$ cat config.mk
export PLATFORM = sky130hd
export DESIGN_NAME = irq_wake_ctrl
export DESIGN_NICKNAME = d
export VERILOG_FILES = /design/src/rtl/irqw_pkg.sv /design/src/rtl/irqw_regs.sv /design/src/rtl/irqw_route.sv /design/src/rtl/irqw_idle.sv /design/src/rtl/irq_wake_ctrl.sv
export SDC_FILE = /design/constraint.sdc
export NUM_CORES = 1
export LEC_CHECK = 0
export BUFFER_PORTS_ARGS = -buffer_cell sky130_fd_sc_hd__buf_2
export CAP_MARGIN = 20
export CELL_PAD_IN_SITES_DETAIL_PLACEMENT = 1
export CELL_PAD_IN_SITES_GLOBAL_PLACEMENT = 1
export CORE_MARGIN = 1.5
export CORE_UTILIZATION = 25
export DETAILED_ROUTE_END_ITERATION = 10
export PLACE_DENSITY_LB_ADDON = 0.1
export SYNTH_ARGS = -nofsm -noshare
export SYNTH_HDL_FRONTEND = slang
export SYNTH_SLANG_ARGS = --single-unit
export TNS_END_PERCENT = 1
$ cat constraint.sdc
create_clock -name clk -period 2.7 [get_ports clk]
set_input_delay 0.135 -clock clk [delete_from_list [all_inputs] [get_ports clk]]
set_output_delay 0.135 -clock clk [all_outputs]
set_load 0.02 [all_outputs]
$ cat src/rtl/irqw_pkg.sv
package irqw_pkg;
  localparam logic [2:0] A_MASK  = 3'd0;
  localparam logic [2:0] A_LEVEL = 3'd1;
  localparam logic [2:0] A_CTRL  = 3'd2;
  localparam logic [2:0] A_RAW   = 3'd3;
  localparam logic [2:0] A_IRQV  = 3'd4;
  localparam logic [2:0] A_FIQV  = 3'd5;

  localparam logic [4:0] VEC_NONE = 5'h00;
  localparam logic [4:0] VEC_IRQ  = 5'h18;
  localparam logic [4:0] VEC_FIQ  = 5'h1C;
endpackage

$ cat src/rtl/irqw_regs.sv
module irqw_regs
  import irqw_pkg::*;
#(
  parameter int NSRC = 32
) (
  input  logic            clk,
  input  logic            rst_n,
  input  logic            wr_en,
  input  logic [2:0]      addr,
  input  logic [NSRC-1:0] wdata,
  input  logic [NSRC-1:0] raw,
  input  logic [NSRC-1:0] irqv,
  input  logic [NSRC-1:0] fiqv,
  output logic [NSRC-1:0] mask_q,
  output logic [NSRC-1:0] level_q,
  output logic            ctrl_q,
  output logic [NSRC-1:0] rdata
);
  logic [NSRC-1:0] mask_d, level_d;
  logic            ctrl_d;
  logic            mask_we, level_we, ctrl_we;

  always_comb begin
    mask_we  = wr_en && (addr == A_MASK);
    level_we = wr_en && (addr == A_LEVEL);
    ctrl_we  = wr_en && (addr == A_CTRL);
    mask_d   = mask_we  ? wdata    : mask_q;
    level_d  = level_we ? wdata    : level_q;
    ctrl_d   = ctrl_we  ? wdata[0] : ctrl_q;
  end

  always_ff @(posedge clk or negedge rst_n) begin
    if (!rst_n) begin
      mask_q  <= '0;
      level_q <= '0;
      ctrl_q  <= 1'b0;
    end else begin
      mask_q  <= mask_d;
      level_q <= level_d;
      ctrl_q  <= ctrl_d;
    end
  end

  always_comb begin
    unique case (addr)
      A_MASK:  rdata = mask_q;
      A_LEVEL: rdata = level_q;
      A_CTRL:  rdata = {{(NSRC-1){1'b0}}, ctrl_q};
      A_RAW:   rdata = raw;
      A_IRQV:  rdata = irqv;
      A_FIQV:  rdata = fiqv;
      default: rdata = '0;
    endcase
  end

  AST_CTRL_WRITE: assert property (@(posedge clk) disable iff (!rst_n)
    (wr_en && addr == A_CTRL) |=> (ctrl_q == $past(wdata[0])));
  AST_RO_WRITE: assert property (@(posedge clk) disable iff (!rst_n)
    (wr_en && addr > A_CTRL) |=> ($stable(mask_q) && $stable(level_q) && $stable(ctrl_q)));
endmodule

$ cat src/rtl/irqw_route.sv
module irqw_route
  import irqw_pkg::*;
#(
  parameter int NSRC = 32,
  parameter int IDXW = 5
) (
  input  logic            clk,
  input  logic            rst_n,
  input  logic [NSRC-1:0] raw,
  input  logic [NSRC-1:0] mask,
  input  logic [NSRC-1:0] level,
  output logic [NSRC-1:0] irqv,
  output logic [NSRC-1:0] fiqv,
  output logic            irq_q,
  output logic            fiq_q,
  output logic [4:0]      vec_q,
  output logic [IDXW-1:0] idx_q
);
  logic [NSRC-1:0] live, sel;
  logic            any_irq, any_fiq;
  logic [4:0]      vec_d;
  logic [IDXW-1:0] idx_d;

  always_comb begin
    live    = raw & mask;
    irqv    = live & ~level;
    fiqv    = live & level;
    any_irq = |irqv;
    any_fiq = |fiqv;
    sel     = any_fiq ? fiqv : irqv;
    idx_d   = '0;
    for (int i = NSRC - 1; i >= 0; i--) begin
      if (sel[i]) idx_d = IDXW'(i);
    end
    if (any_fiq)      vec_d = VEC_FIQ;
    else if (any_irq) vec_d = VEC_IRQ;
    else              vec_d = VEC_NONE;
  end

  always_ff @(posedge clk or negedge rst_n) begin
    if (!rst_n) begin
      irq_q <= 1'b0;
      fiq_q <= 1'b0;
      vec_q <= VEC_NONE;
      idx_q <= '0;
    end else begin
      irq_q <= any_irq;
      fiq_q <= any_fiq;
      vec_q <= vec_d;
      idx_q <= idx_d;
    end
  end

  AST_FIQ_VEC: assert property (@(posedge clk) disable iff (!rst_n)
    fiq_q |-> (vec_q == VEC_FIQ));
  AST_IRQ_VEC: assert property (@(posedge clk) disable iff (!rst_n)
    (irq_q && !fiq_q) |-> (vec_q == VEC_IRQ));
  AST_QUIET_VEC: assert property (@(posedge clk) disable iff (!rst_n)
    (!irq_q && !fiq_q) |-> (vec_q == VEC_NONE && idx_q == '0));
  AST_REQ_NEEDS_UNMASKED: assert property (@(posedge clk) disable iff (!rst_n)
    (irq_q || fiq_q) |-> $past(|(raw & mask)));
endmodule

$ cat src/rtl/irqw_idle.sv
module irqw_idle #(
  parameter int NSRC = 32
) (
  input  logic            clk,
  input  logic            rst_n,
  input  logic [NSRC-1:0] raw,
  input  logic [NSRC-1:0] mask,
  input  logic            use_mask,
  input  logic            enter,
  output logic            idle_q,
  output logic            wake_q
);
  logic wake_src, wake_now, idle_d;

  always_comb begin
    wake_src = use_mask ? |(raw & mask) : |raw;
    wake_now = idle_q && wake_src;
    if (wake_now)   idle_d = 1'b0;
    else if (enter) idle_d = 1'b1;
    else            idle_d = idle_q;
  end

  always_ff @(posedge clk or negedge rst_n) begin
    if (!rst_n) begin
      idle_q <= 1'b0;
      wake_q <= 1'b0;
    end else begin
      idle_q <= idle_d;
      wake_q <= wake_now;
    end
  end

  AST_WAKE_PULSE: assert property (@(posedge clk) disable iff (!rst_n)
    wake_q |=> !wake_q);
  AST_WAKE_CLEARS: assert property (@(posedge clk) disable iff (!rst_n)
    wake_q |-> !idle_q);
  AST_WAKE_FROM_IDLE: assert property (@(posedge clk) disable iff (!rst_n)
    wake_q |-> $past(idle_q));
  AST_MASKED_WAKE: assert property (@(posedge clk) disable iff (!rst_n)
    (wake_q && $past(use_mask)) |-> $past(|(raw & mask)));
endmodule

$ cat src/rtl/irq_wake_ctrl.sv
module irq_wake_ctrl #(
  parameter int  NSRC = 32,
  localparam int IDXW = (NSRC > 1) ? $clog2(NSRC) : 1
) (
  input  logic            clk,
  input  logic            rst_n,
  input  logic [NSRC-1:0] src_i,
  input  logic [2:0]      addr_i,
  input  logic            wr_en_i,
  input  logic [NSRC-1:0] wr_data_i,
  output logic [NSRC-1:0] rd_data_o,
  input  logic            idle_enter_i,
  output logic            idle_o,
  output logic            wake_o,
  output logic            irq_o,
  output logic            fiq_o,
  output logic [4:0]      vec_o,
  output logic [IDXW-1:0] idx_o
);
  logic [1:0]      rs_q;
  logic            rst_sn;
  logic [NSRC-1:0] mask, level, irqv, fiqv;
  logic            ctrl;

  always_ff @(posedge clk or negedge rst_n) begin
    if (!rst_n) rs_q <= 2'b00;
    else        rs_q <= {rs_q[0], 1'b1};
  end
  assign rst_sn = rs_q[1];

  irqw_regs #(.NSRC(NSRC)) u_regs (
    .clk(clk), .rst_n(rst_sn), .wr_en(wr_en_i), .addr(addr_i),
    .wdata(wr_data_i), .raw(src_i), .irqv(irqv), .fiqv(fiqv),
    .mask_q(mask), .level_q(level), .ctrl_q(ctrl), .rdata(rd_data_o)
  );

  irqw_route #(.NSRC(NSRC), .IDXW(IDXW)) u_route (
    .clk(clk), .rst_n(rst_sn), .raw(src_i), .mask(mask), .level(level),
    .irqv(irqv), .fiqv(fiqv), .irq_q(irq_o), .fiq_q(fiq_o),
    .vec_q(vec_o), .idx_q(idx_o)
  );

  irqw_idle #(.NSRC(NSRC)) u_idle (
    .clk(clk), .rst_n(rst_sn), .raw(src_i), .mask(mask), .use_mask(ctrl),
    .enter(idle_enter_i), .idle_q(idle_o), .wake_q(wake_o)
  );
endmodule

==> summary.md <==
| Metric | Value |
|---|---|
| Run status | `finished clean` |
| Final HPWL DP | `20,000 um` |
| CTS sink count | `77` |
| GRT Resource Usage Total | `0.232` |
| Syn Inst Count | `roughly 690` |
| Top cell type by total area after synthesis | `dfrtp_1` |
| Final period utilization | `0.978` |
| Core Area | `21,700 sq um` |
| Most common cell after layout, fill and taps aside | `nand2_1` |
| Max VDD drop | `approximately 300 uV` |
| DR vias | `roughly 6,000` |
| Post-synthesis register bit count | `just under 80` |
| DR iter-0 viols | `~300` |
| F_max | `0.379 GHz` |
| Layout area overhead | `33.3%` |
| Synthesized cell area | `5500 sq um` |
| Sequential area share after synthesis | `0.350` |
| Largest net degree at the start of global routing | `76` |
| Switching share of total power | `0.408` |
| Design Power | `around 5.4 mW` |
| Ys Warns | `0` |
| Max FO, Critical Path | `11` |
| CP max stage delay | `470 ps` |
| Vias in the first global route | `6,265` |
| Final worst path period need | `between 2000 and 3000 ps` |
| CP Launch Type | `register` |
| Clk_lat worst skew | `approximately 360 ps` |
| Clock transition at the registers of the reported paths | `around 70 ps` |
| Internal cell power | `roughly 3.2 mW` |
| PD cells | `741 nW/um^2` |
| Top cell family by delay on the critical path | `compound AO/OA/AOI/OAI gates` |
| Post-route ant nets | `0` |
| Initial antenna violation count | `0` |
| Drt wl/cell | `about 23 um` |
| Final setup skew | `approximately 13 ps` |
| Worst setup margin | `roughly 60 ps` |
| R2R cell count | `10` |
| WP data arrival | `~2900 ps` |
| Port buffer count | `about 110` |
| Vias/cell | `roughly 5.3` |
| Slew margin rel. | `0.539` |
| Endpoints failing setup | `0` |
| Gate power share | `0.462` |
| Avg Inst Size Synth | `about 8 sq um` |
| Layout Nets | `between 900 and 1,000` |
| Predominant post-synthesis flop cell | `dfrtp_1` |
| GPL Wtd Cong | `between 0.8 and 0.9` |
| Critical Path Slowest Stage Cell | `dfrtp_2` |
| Max-cap violations | `0` |
| Highest-count cells in the layout ignoring fill and taps | `nand2_1, buf_2, dfrtp_1` |
| # H-tree levels | `3` |
| Worst-case hold slack | `26.7 ps` |
| CP endpoint kind | `register` |
| I/O pin total | `between 100 and 150` |
| Routed wire length | `around 26,000 um` |
| Initial Utilization | `0.253` |
| Top cells by area, synth | `dfrtp_1, mux2_2, nand2_1` |
| Sw power | `around 2.2 mW` |
| CTS Buf Count | `9` |
| Worst-Margin Slew | `about 700 ps` |
| Area share of the largest cell type after synthesis | `0.350` |
| Min-Delay Path Class | `input pin to register` |
| Static Leakage | `between 3 and 4 nW` |
| Final Hold Vio Count | `0` |
| # DRC | `0` |
| # diodes | `0` |
| Post-synth EDFFs | `0` |
| Reg power frac | `0.304` |
| Root buf cell | `clkbuf_16` |
| Number of distinct library cells after synthesis | `58` |
| Worst Setup SP | `u_regs.level_q[30]` |
| Max Buffers Root-to-Sink | `2` |
| Critical path class | `register to register` |
| Async S/R FF share, synth | `1.00` |
| First-pass GRT wire length | `approximately 39,000 um` |
| Layout cells sized above 1 | `0.361` |
| Chip height | `151 um` |
| Total global routing overflow | `0` |
| R2R Path Start | `u_regs.level_q[30]` |
| Die X | `roughly 150 um` |
| Buf+Inv Stages, Crit Path | `1` |
| Hold depth | `2` |
| Final Max Slew Viols | `0` |
| Flop2flop setup slack | `roughly 60 ps` |
| Crit-path cells | `nand3_4 -> nand4_1 -> nor4_4 -> buf_6 -> a32oi_1 -> o22a_1 -> a221oi_2 -> o221ai_2 -> a211o_1 -> o21ai_1` |
| Worst EP required | `2970 ps` |
| Worst Setup EP | `u_route.idx_q[0]` |
| Total number of cells along the worst setup path | `10` |
| DIE AREA | `roughly 23,000 sq um` |
| CTS tree | `done` |
| R2r endpoint | `u_route.idx_q[0]` |
| TritonRoute pass-1 iters | `4` |
| Clock share of power | `0.234` |
| Row cnt | `54` |
| Post-placement setup slack | `-5.78 ps` |
## kinds of logic after synthesis
| family | Yosys count | share of synthesized area |
|---|---|---|
| mux | 64 | 0.131 |
| flops | 77 | 0.350 |
| compound gates | 189 | 0.212 |
| other cells | 2 | 0.00137 |
| simple gates | 281 | 0.239 |
| buf+inv | 76 | 0.0599 |
| xor+xnor | 4 | 0.00637 |
## final cells by class
cell class | instances | area (sq um)
clock buffers | 9 | 225
clock inverters | 7 | 76.3
fillers | 2641 | 14400
inverters | 35 | 131
multi-input cells | 541 | 3380
flip-flops and latches | 77 | 1930
well taps | 280 | 350
repair buffers | 193 | 1230
## power by group through the flow
stage | logic [mW] | registers (mW) | clock network, mW
after CTS | 2.36 | 1.65 | 1.31
after detailed placement | 2.34 | 1.67 | 0
after global placement | 2.31 | 1.66 | 0
final | 2.51 | 1.65 | 1.27
after floorplan | 1.23 | 1.75 | 0
after global routing | 2.71 | 1.69 | 1.35
## worst reg2reg max path, cell delays in order (launching register included)
cell      delay, ps
dfrtp_2         470
nand3_4         150
nand4_1         210
nor4_4          340
buf_6           190
a32oi_1         110
o22a_1          210
a221oi_2        290
o221ai_2        150
a211o_1         320
o21ai_1         110
## routing by layer
layer / wire [um] / vias to the layer above / global-route usage / share of wire
li1: - / 2829 / - / -
met1: 12000 / 3040 / 0.311 / 0.46
met2: 12400 / 127 / 0.388 / 0.48
met3: 886 / 28 / 0.0304 / 0.034
met4: 501 / 0 / 0.0631 / 0.019
met5: 0 / - / 0 / 0
## state kept, by name (all words and copies together), names as in the netlist
signal          count
u_idle.idle_q       1
u_idle.wake_q       1
u_route.irq_q       1
u_regs.level_q     32
u_regs.ctrl_q       1
u_route.idx_q       5
rs_q                2
u_route.vec_q       2
u_regs.mask_q      32
## timing repair
action,in CTS,in global routing
hold endpoints to repair,3,0
gates cloned,0,1
hold buffers,2,0
pin swaps,1,6
setup buffers,0,7
resized for setup,3,20
endpoints found under the setup margin,3,5
## Yosys cell counts, drive strengths merged, types with 2 or more instances
library cell  number
nand2            135
dfrtp             77
o21ai             75
mux2              63
nor2              49
nand3             39
a31oi             35
inv               35
clkbuf            29
a21oi             25
nand4             18
o22ai             17
nor4              13
buf               12
or2                7
o21bai             6
a311oi             4
nor3               4
nor3b              4
o22a               4
xnor2              4
a21boi             3
o221ai             3
a2bb2oi            2
conb               2
nand3b             2
nor4bb             2
o21a               2
o31ai              2
or3                2
or4                2
## metrics by stage
stage               cell area (sq um)  std cells  TNS (ps)  utilization
finish                           7330       1142         0        0.338
global route                     7330       1142     -75.0        0.338
CTS                              7140       1133     -1.86        0.329
detailed placement               6800       1115     -5.79        0.314
global placement                 6800       1115     -35.6        0.314
floorplan                        5500        694         0            -
## worst min-delay path by stage
stage / startpoint / endpoint
after floorplan: rst_n / rs_q[0]
after global placement: rst_n / rs_q[0]
after detailed placement: rst_n / rs_q[0]
after CTS: wr_data_i[21] / u_regs.mask_q[21]
after global routing: wr_data_i[21] / u_regs.level_q[21]
final: wr_data_i[21] / u_regs.mask_q[21]
No activity file was read; power rests on OpenSTA's default activity.
